### config.mk
export PLATFORM = sky130hd
export DESIGN_NAME = sar_adc_ctrl
export DESIGN_NICKNAME = d
export VERILOG_FILES = /design/src/rtl/sar_pkg.sv /design/src/rtl/sar_prescaler.sv /design/src/rtl/sar_engine.sv /design/src/rtl/sar_align.sv /design/src/rtl/sar_adc_ctrl.sv
export SDC_FILE = /design/constraint.sdc
export NUM_CORES = 1
export LEC_CHECK = 0
export ABC_AREA = 1
export BUFFER_PORTS_ARGS = -buffer_cell sky130_fd_sc_hd__buf_2
export CORE_ASPECT_RATIO = 0.7
export CORE_MARGIN = 3
export CORE_UTILIZATION = 45
export DETAILED_ROUTE_END_ITERATION = 8
export RECOVER_POWER = 50
export SLEW_MARGIN = 20
export SYNTH_ARGS = -nofsm -noshare
export SYNTH_HDL_FRONTEND = slang
export SYNTH_SLANG_ARGS = --single-unit
### constraint.sdc
create_clock -name clk -period 2.4 [get_ports clk]
set_clock_uncertainty 0.15 [all_clocks]
set_input_delay 0.12 -clock clk [delete_from_list [all_inputs] [get_ports clk]]
set_output_delay 0.12 -clock clk [all_outputs]
set_load 0.005 [all_outputs]
### src/rtl/sar_pkg.sv
package sar_pkg;
  localparam int RES_W   = 10;
  localparam int BYTE_W  = 8;
  localparam int PS_W    = 3;

  localparam logic [1:0] A_SEL  = 2'd0;
  localparam logic [1:0] A_CTRL = 2'd1;
  localparam logic [1:0] A_LO   = 2'd2;
  localparam logic [1:0] A_HI   = 2'd3;

  localparam int B_EN    = 7;
  localparam int B_START = 6;
  localparam int B_FLAG  = 4;
  localparam int B_IE    = 3;
  localparam int B_LEFT  = 5;

  typedef enum logic [1:0] {
    S_IDLE   = 2'd0,
    S_SAMPLE = 2'd1,
    S_CONV   = 2'd2
  } sar_state_t;
endpackage

### src/rtl/sar_prescaler.sv
module sar_prescaler #(
  parameter int CODE_W = 3
) (
  input  logic              clk,
  input  logic              rst_n,
  input  logic              run,
  input  logic [CODE_W-1:0] code,
  output logic              tick
);
  localparam int CNT_W = (1 << CODE_W) - 1;

  logic [CNT_W-1:0]  cnt_q;
  logic [CNT_W-1:0]  lim;
  logic [CODE_W-1:0] sh;

  always_comb begin
    sh   = (code == '0) ? CODE_W'(1) : code;
    lim  = ({{(CNT_W-1){1'b0}}, 1'b1} << sh) - 1'b1;
    tick = run && (cnt_q == lim);
  end

  always_ff @(posedge clk or negedge rst_n) begin
    if (!rst_n)        cnt_q <= '0;
    else if (!run)     cnt_q <= '0;
    else if (tick)     cnt_q <= '0;
    else               cnt_q <= cnt_q + 1'b1;
  end

  // smallest division is 2, so ticks never come back to back
  p_tick_gap_r3: assert property (@(posedge clk) disable iff (!rst_n)
    tick |=> !tick);
endmodule

### src/rtl/sar_engine.sv
module sar_engine
  import sar_pkg::*;
#(
  parameter int W = 10
) (
  input  logic         clk,
  input  logic         rst_n,
  input  logic         en,
  input  logic         start,
  input  logic         tick,
  input  logic         cmp_ge,
  output logic         busy,
  output logic [W-1:0] dac_code,
  output logic         done,
  output logic [W-1:0] result
);
  localparam int IDX_W = $clog2(W);
  localparam logic [IDX_W-1:0] TOP_IDX = IDX_W'(W - 1);

  sar_state_t       st_q;
  logic [W-1:0]     code_q;
  logic [W-1:0]     code_nx;
  logic [IDX_W-1:0] idx_q;

  always_comb begin
    code_nx = code_q;
    code_nx[idx_q] = cmp_ge;
    if (idx_q != '0) code_nx[idx_q - 1'b1] = 1'b1;
  end

  assign busy     = (st_q != S_IDLE);
  assign done     = (st_q == S_CONV) && tick && (idx_q == '0);
  assign result   = code_nx;
  assign dac_code = code_q;

  always_ff @(posedge clk or negedge rst_n) begin
    if (!rst_n) begin
      st_q   <= S_IDLE;
      code_q <= '0;
      idx_q  <= '0;
    end else if (!en) begin
      st_q <= S_IDLE;
    end else begin
      case (st_q)
        S_IDLE: if (start) begin
          st_q   <= S_SAMPLE;
          code_q <= '0;
        end
        S_SAMPLE: if (tick) begin
          st_q   <= S_CONV;
          code_q <= {1'b1, {(W-1){1'b0}}};
          idx_q  <= TOP_IDX;
        end
        S_CONV: if (tick) begin
          code_q <= code_nx;
          if (idx_q == '0) st_q <= S_IDLE;
          else             idx_q <= idx_q - 1'b1;
        end
        default: st_q <= S_IDLE;
      endcase
    end
  end

  p_msb_first_r6: assert property (@(posedge clk) disable iff (!rst_n)
    (st_q == S_CONV && $past(st_q) == S_SAMPLE) |-> (code_q == {1'b1, {(W-1){1'b0}}}));

  p_abort_r10: assert property (@(posedge clk) disable iff (!rst_n)
    !en |=> !busy);
endmodule

### src/rtl/sar_align.sv
module sar_align #(
  parameter int W = 10,
  parameter int B = 8
) (
  input  logic [W-1:0] res,
  input  logic         left,
  output logic [B-1:0] lo,
  output logic [B-1:0] hi
);
  localparam int PAD = 2 * B - W;

  logic [2*B-1:0] wide;

  always_comb begin
    if (left) wide = {res, {PAD{1'b0}}};
    else      wide = {{PAD{1'b0}}, res};
    lo = wide[B-1:0];
    hi = wide[2*B-1:B];
  end
endmodule

### src/rtl/sar_adc_ctrl.sv
module sar_adc_ctrl
  import sar_pkg::*;
(
  input  logic        clk,
  input  logic        rst_n,
  input  logic [1:0]  bus_addr,
  input  logic        bus_wr,
  input  logic [7:0]  bus_wdata,
  output logic [7:0]  bus_rdata,
  output logic [3:0]  mux_sel,
  output logic [1:0]  ref_sel,
  output logic [9:0]  dac_code,
  input  logic        cmp_ge,
  output logic        irq
);
  logic [3:0]       chan_q;
  logic [1:0]       ref_q;
  logic             left_q;
  logic             en_q, ie_q, flag_q;
  logic [PS_W-1:0]  ps_q;
  logic [RES_W-1:0] res_q;

  logic wr_sel, wr_ctrl, en_d, start_p;
  logic busy, tick, done;
  logic [RES_W-1:0]  res_nx;
  logic [BYTE_W-1:0] lo_b, hi_b;
  logic unused_bits;

  assign wr_sel  = bus_wr && (bus_addr == A_SEL);
  assign wr_ctrl = bus_wr && (bus_addr == A_CTRL);
  assign en_d    = wr_ctrl ? bus_wdata[B_EN] : en_q;
  assign start_p = wr_ctrl && bus_wdata[B_START];
  assign unused_bits = ^{bus_wdata[4], bus_wdata[5]};

  always_ff @(posedge clk or negedge rst_n) begin
    if (!rst_n) begin
      chan_q <= '0;
      ref_q  <= '0;
      left_q <= 1'b0;
    end else if (wr_sel) begin
      chan_q <= bus_wdata[3:0];
      ref_q  <= bus_wdata[7:6];
      left_q <= bus_wdata[B_LEFT];
    end
  end

  always_ff @(posedge clk or negedge rst_n) begin
    if (!rst_n) begin
      en_q <= 1'b0;
      ie_q <= 1'b0;
      ps_q <= '0;
    end else if (wr_ctrl) begin
      en_q <= bus_wdata[B_EN];
      ie_q <= bus_wdata[B_IE];
      ps_q <= bus_wdata[PS_W-1:0];
    end
  end

  always_ff @(posedge clk or negedge rst_n) begin
    if (!rst_n)                               flag_q <= 1'b0;
    else if (done)                            flag_q <= 1'b1;
    else if (wr_ctrl && bus_wdata[B_FLAG])    flag_q <= 1'b0;
  end

  always_ff @(posedge clk or negedge rst_n) begin
    if (!rst_n)    res_q <= '0;
    else if (done) res_q <= res_nx;
  end

  sar_prescaler #(.CODE_W(PS_W)) u_div (
    .clk(clk), .rst_n(rst_n), .run(busy), .code(ps_q), .tick(tick)
  );

  sar_engine #(.W(RES_W)) u_eng (
    .clk(clk), .rst_n(rst_n), .en(en_d), .start(start_p), .tick(tick),
    .cmp_ge(cmp_ge), .busy(busy), .dac_code(dac_code), .done(done),
    .result(res_nx)
  );

  sar_align #(.W(RES_W), .B(BYTE_W)) u_align (
    .res(res_q), .left(left_q), .lo(lo_b), .hi(hi_b)
  );

  always_comb begin
    case (bus_addr)
      A_SEL:   bus_rdata = {ref_q, left_q, 1'b0, chan_q};
      A_CTRL:  bus_rdata = {en_q, busy, 1'b0, flag_q, ie_q, ps_q};
      A_LO:    bus_rdata = lo_b;
      default: bus_rdata = hi_b;
    endcase
  end

  assign mux_sel = chan_q;
  assign ref_sel = ref_q;
  assign irq     = flag_q && ie_q;

  p_flag_set_r7: assert property (@(posedge clk) disable iff (!rst_n)
    done |=> flag_q);

  p_result_hold_r9: assert property (@(posedge clk) disable iff (!rst_n)
    !done |=> $stable(res_q));

  p_start_needs_en_r4: assert property (@(posedge clk) disable iff (!rst_n)
    $rose(busy) |-> en_q);
endmodule

==> summary.txt <==
Clock tree
  • Clock Latency Late Sink: 0.30 ns
  • CTS tree: yes
  • Clk root buf: clkbuf_8
  • Cts bufs inserted: 5
  • Sinks on Clock Net: 46
  • Worst-case clock buffer depth: 2
  • Clk pin slew, worst setup/hold paths: 0.08 ns
  • CTS H-Tree Depth: 2

Worst setup path
  • Worst reg2reg setup slack: 0.24 ns
  • CP max stage delay: 0.38 ns
  • Critical path class: reg2reg
  • Buffers & Inverters on Critical Path: 1
  • CP Launch Type: flop
  • Stages on the worst setup path: 10
  • CP max stage cell: dfrtp_1
  • CP Data Arrival Time: 2.19 ns
  • Crit-path max FO: 7
  • Crit. End Element: flop
  • FF-to-FF Start: ps_q[1]$_DFFE_PN0P_
  • CP top delay family: simple AND/OR/NAND/NOR gates
  • Required @ worst endpoint: 2.43 ns
  • R2r endpoint: u_eng.idx_q[3]$_DFFE_PN0P_
  • Critical path cell sequence: or2_2 > ha_1 > or2_2 > nand3_1 > a21oi_1 > nand3_1 > inv_1 > nand2_1 > nand2_1 > o21ai_1
  • Worst r2r path cells: 10

Run
  • Max-cap violations: 0

Global route
  • Global-route total usage across every layer: 20.9%
  • Overflow after GRT: 0
  • Largest net degree at the start of global routing: 29
  • Initial antenna violation count: 0
  • Global-route wire length before repair: 12,300 µm
  • Vias in the first global route: 2,499

Timing
  • Max-slew violations: 0
  • Setup violations, final: 0
  • Fin Hold WS: -0.00795 ns
  • Setup TNS: 0 ns
  • Period minus WS final: 2.16 ns
  • Final worst-path cycle share: 89.9%
  • RSZ-0062 raised after global routing: no
  • Highest clock rate: 463 MHz
  • Worst-margin pin slew: 1.05 ns
  • Hold Vio Cnt, Final: 1
  • Slew headroom: 30.0%

Synth
  • Post-synth top flop: dfrtp_1
  • Cell with the most instances after synthesis: nand2_1
  • Mapped Nets: 427
  • Synth area leaders: dfrtp_1 39%, nand2_1 19%, inv_1 6.6%
  • Seq/Total Area, Yosys: 39.1%
  • Netlist cell types: 32
  • Seq cells post-synth: 46
  • Cells after Synth: 402
  • Syn Area/Cell: 7.32 µm²
  • Ys async rst share: 100%
  • Synth top cells by count: 148 x nand2_1, 52 x inv_1, 46 x dfrtp_1, 32 x nand3_1, 24 x nor2_1
  • Post-synth top area cell: dfrtp_1
  • Cell area after synthesis: 2940 µm²
  • EDFF count, synth: 0
  • Share of the synthesized area in the top cell type: 39.1%
  • Synth warn: 0

Cells and area
  • Multi-input gate area: 1510 µm²
  • FILL cells: 619
  • Post-layout util: 56.1%
  • Nets@finish: 483
  • Share of layout cells above drive strength 1: 14.4%
  • Ant. Diodes: 0
  • Layout Area Growth over Synthesis: 14.7%
  • Post-route non-filler standard cell count: 532
  • Sequential cell area: 1150 µm²

Power
  • Clock share of power: 17.8%
  • NetSw: 1160 µW
  • Maximum vdd drop: 473 µV
  • Int Pwr: 1540 µW
  • Lkg Pwr: 0.00176 µW
  • Sw Ratio: 42.9%
  • P per Cell Area: 798 nW/µm²
  • Share of total power in sequential cells: 37.9%
  • Comb pwr share: 44.4%

Placed design
  • Dpl cells: 516
  • Number of I/O port buffers: 38
  • HPWL Detailed: 5650 µm
  • Placer Congestion: 0.857

Die
  • Core ar.: 6010 µm²
  • Die H: 73.7 µm
  • Row Count: 23
  • Effective utilization at floorplan: 48.9%
  • I/O pins: 39
  • Die X: 103 µm
  • Die Area: 7560 µm²

Hold path
  • Hold Path Class: in2reg
  • Min-Delay Startpoint: bus_wdata[6]
  • WHS Path Cells: 3
  • Worst Hold End: ref_sel[0]$_DFFE_PN0P_

Route
  • DRT antenna net count: 0
  • Iteration-0 DRC Markers: 165
  • Via count: 2,700
  • Pre-antenna DRT Iters: 4
  • Avg WL per Cell: 13.5 µm
  • Routed Wire Length: 7170 µm
  • Routed vias/inst: 5.08
  • Drt drc: 0

Run status
  • Failing checks: hold timing
  • Outcome: finished, violations left
-- metrics by stage --
| step | setup slack, ns | power (µW) | cell area [µm²] |
|---|---|---|---|
| floorplan | 0.309 | 1870 | 2940 |
| finish | 0.242 | 2690 | 3370 |
| global route | 0.00554 | 2950 | 3370 |
| CTS | 0.194 | 2700 | 3400 |
| global placement | 0.255 | 2180 | 3230 |
| detailed placement | 0.213 | 2200 | 3230 |
-- cell usage in the layout, fill, tap and decap left out, types with 5 or more instances in the layout --
cell type and n:
a21oi_1 5, buf_2 27, buf_4 6, clkbuf_1 11, clkbuf_8 6, dfrtp_1 46
dlygate4sd3_1 9, ha_1 11, inv_1 52, nand2_1 149, nand3_1 32, nor2_1 25
o2111ai_1 6, o211ai_1 5, o21ai_0 17, o21ai_2 13
-- flip-flops by register name (all words and copies together), names as in the netlist --
name / count
ref_sel: 2
u_div.cnt_q: 7
en_q: 1
u_eng.st_q: 2
u_eng.dac_code: 10
ie_q: 1
left_q: 1
flag_q: 1
mux_sel: 4
ps_q: 3
res_q: 10
u_eng.idx_q: 4
-- power by group through the flow --
| stage | logic (µW) | registers, µW | clock network [µW] |
|---|---|---|---|
| finish | 1200 | 1020 | 478 |
| detailed placement | 1160 | 1040 | 0 |
| floorplan | 861 | 1010 | 0 |
| global route | 1380 | 1050 | 524 |
| CTS | 1180 | 1020 | 497 |
| global placement | 1150 | 1030 | 0 |
-- routing by layer --
| metal | routed length (µm) | part of all wire, % | global-route usage (%) | up-vias |
|---|---|---|---|---|
| met3 | 381 | 5.3 | 3.13 | 8 |
| li1 | - | - | - | 1390 |
| met4 | 66 | 0.92 | 4.37 | 0 |
| met1 | 3990 | 56 | 34.7 | 1244 |
| met2 | 2740 | 38 | 28.0 | 58 |
| met5 | 0 | 0 | 0 | - |
-- worst max-delay path by stage --
stage / startpoint / to / slack (ns)
floorplan: ps_q[1]$_DFFE_PN0P_ / res_q[7]$_DFFE_PN0P_ / 0.31
global placement: ps_q[1]$_DFFE_PN0P_ / u_eng.dac_code[1]$_DFFE_PN0P_ / 0.26
detailed placement: ps_q[1]$_DFFE_PN0P_ / u_eng.dac_code[9]$_DFFE_PN0P_ / 0.21
CTS: ps_q[1]$_DFFE_PN0P_ / u_eng.dac_code[9]$_DFFE_PN0P_ / 0.19
global route: u_eng.st_q[1]$_DFFE_PN0P_ / u_eng.idx_q[1]$_DFFE_PN0P_ / 0.006
finish: ps_q[1]$_DFFE_PN0P_ / u_eng.idx_q[3]$_DFFE_PN0P_ / 0.24
-- tightest hold or removal path, stage by stage --
cell and delay [ns]:
buf_2 0.08, inv_1 0.06, o21ai_0 0.15
-- logic make-up (layout without fill, tap and decap cells) --
group | count (synthesis) | count (layout) | synth area share (%)
buffers and inverters | 61 | 116 | 8.97
other | 1 | 1 | 0.127
XOR/XNOR | 3 | 3 | 0.893
multiplexers | 1 | 1 | 0.383
adder cells (fa/ha/maj) | 11 | 11 | 4.68
flip-flops | 46 | 46 | 39.1
AO/OA/AOI/OAI | 57 | 57 | 13.4
AND/OR/NAND/NOR | 222 | 222 | 32.5
-- repair_timing --
item                                    4_1_cts  5_1_grt
hold buffers                                  9        0
endpoints found under the setup margin        0        8
buffers inserted                              0        1
endpoints found under the hold margin        28        0
resized for setup                             0        1
-- area by class of cell --
cell class,count,share of cell area [%]
tap,75,2.78
multi-input combinational,295,44.8
inverter,54,6.01
timing repair buffer,56,9.83
clock buffer,6,2.45
sequential,46,34.1
No activity file was read; power rests on OpenSTA's default activity.
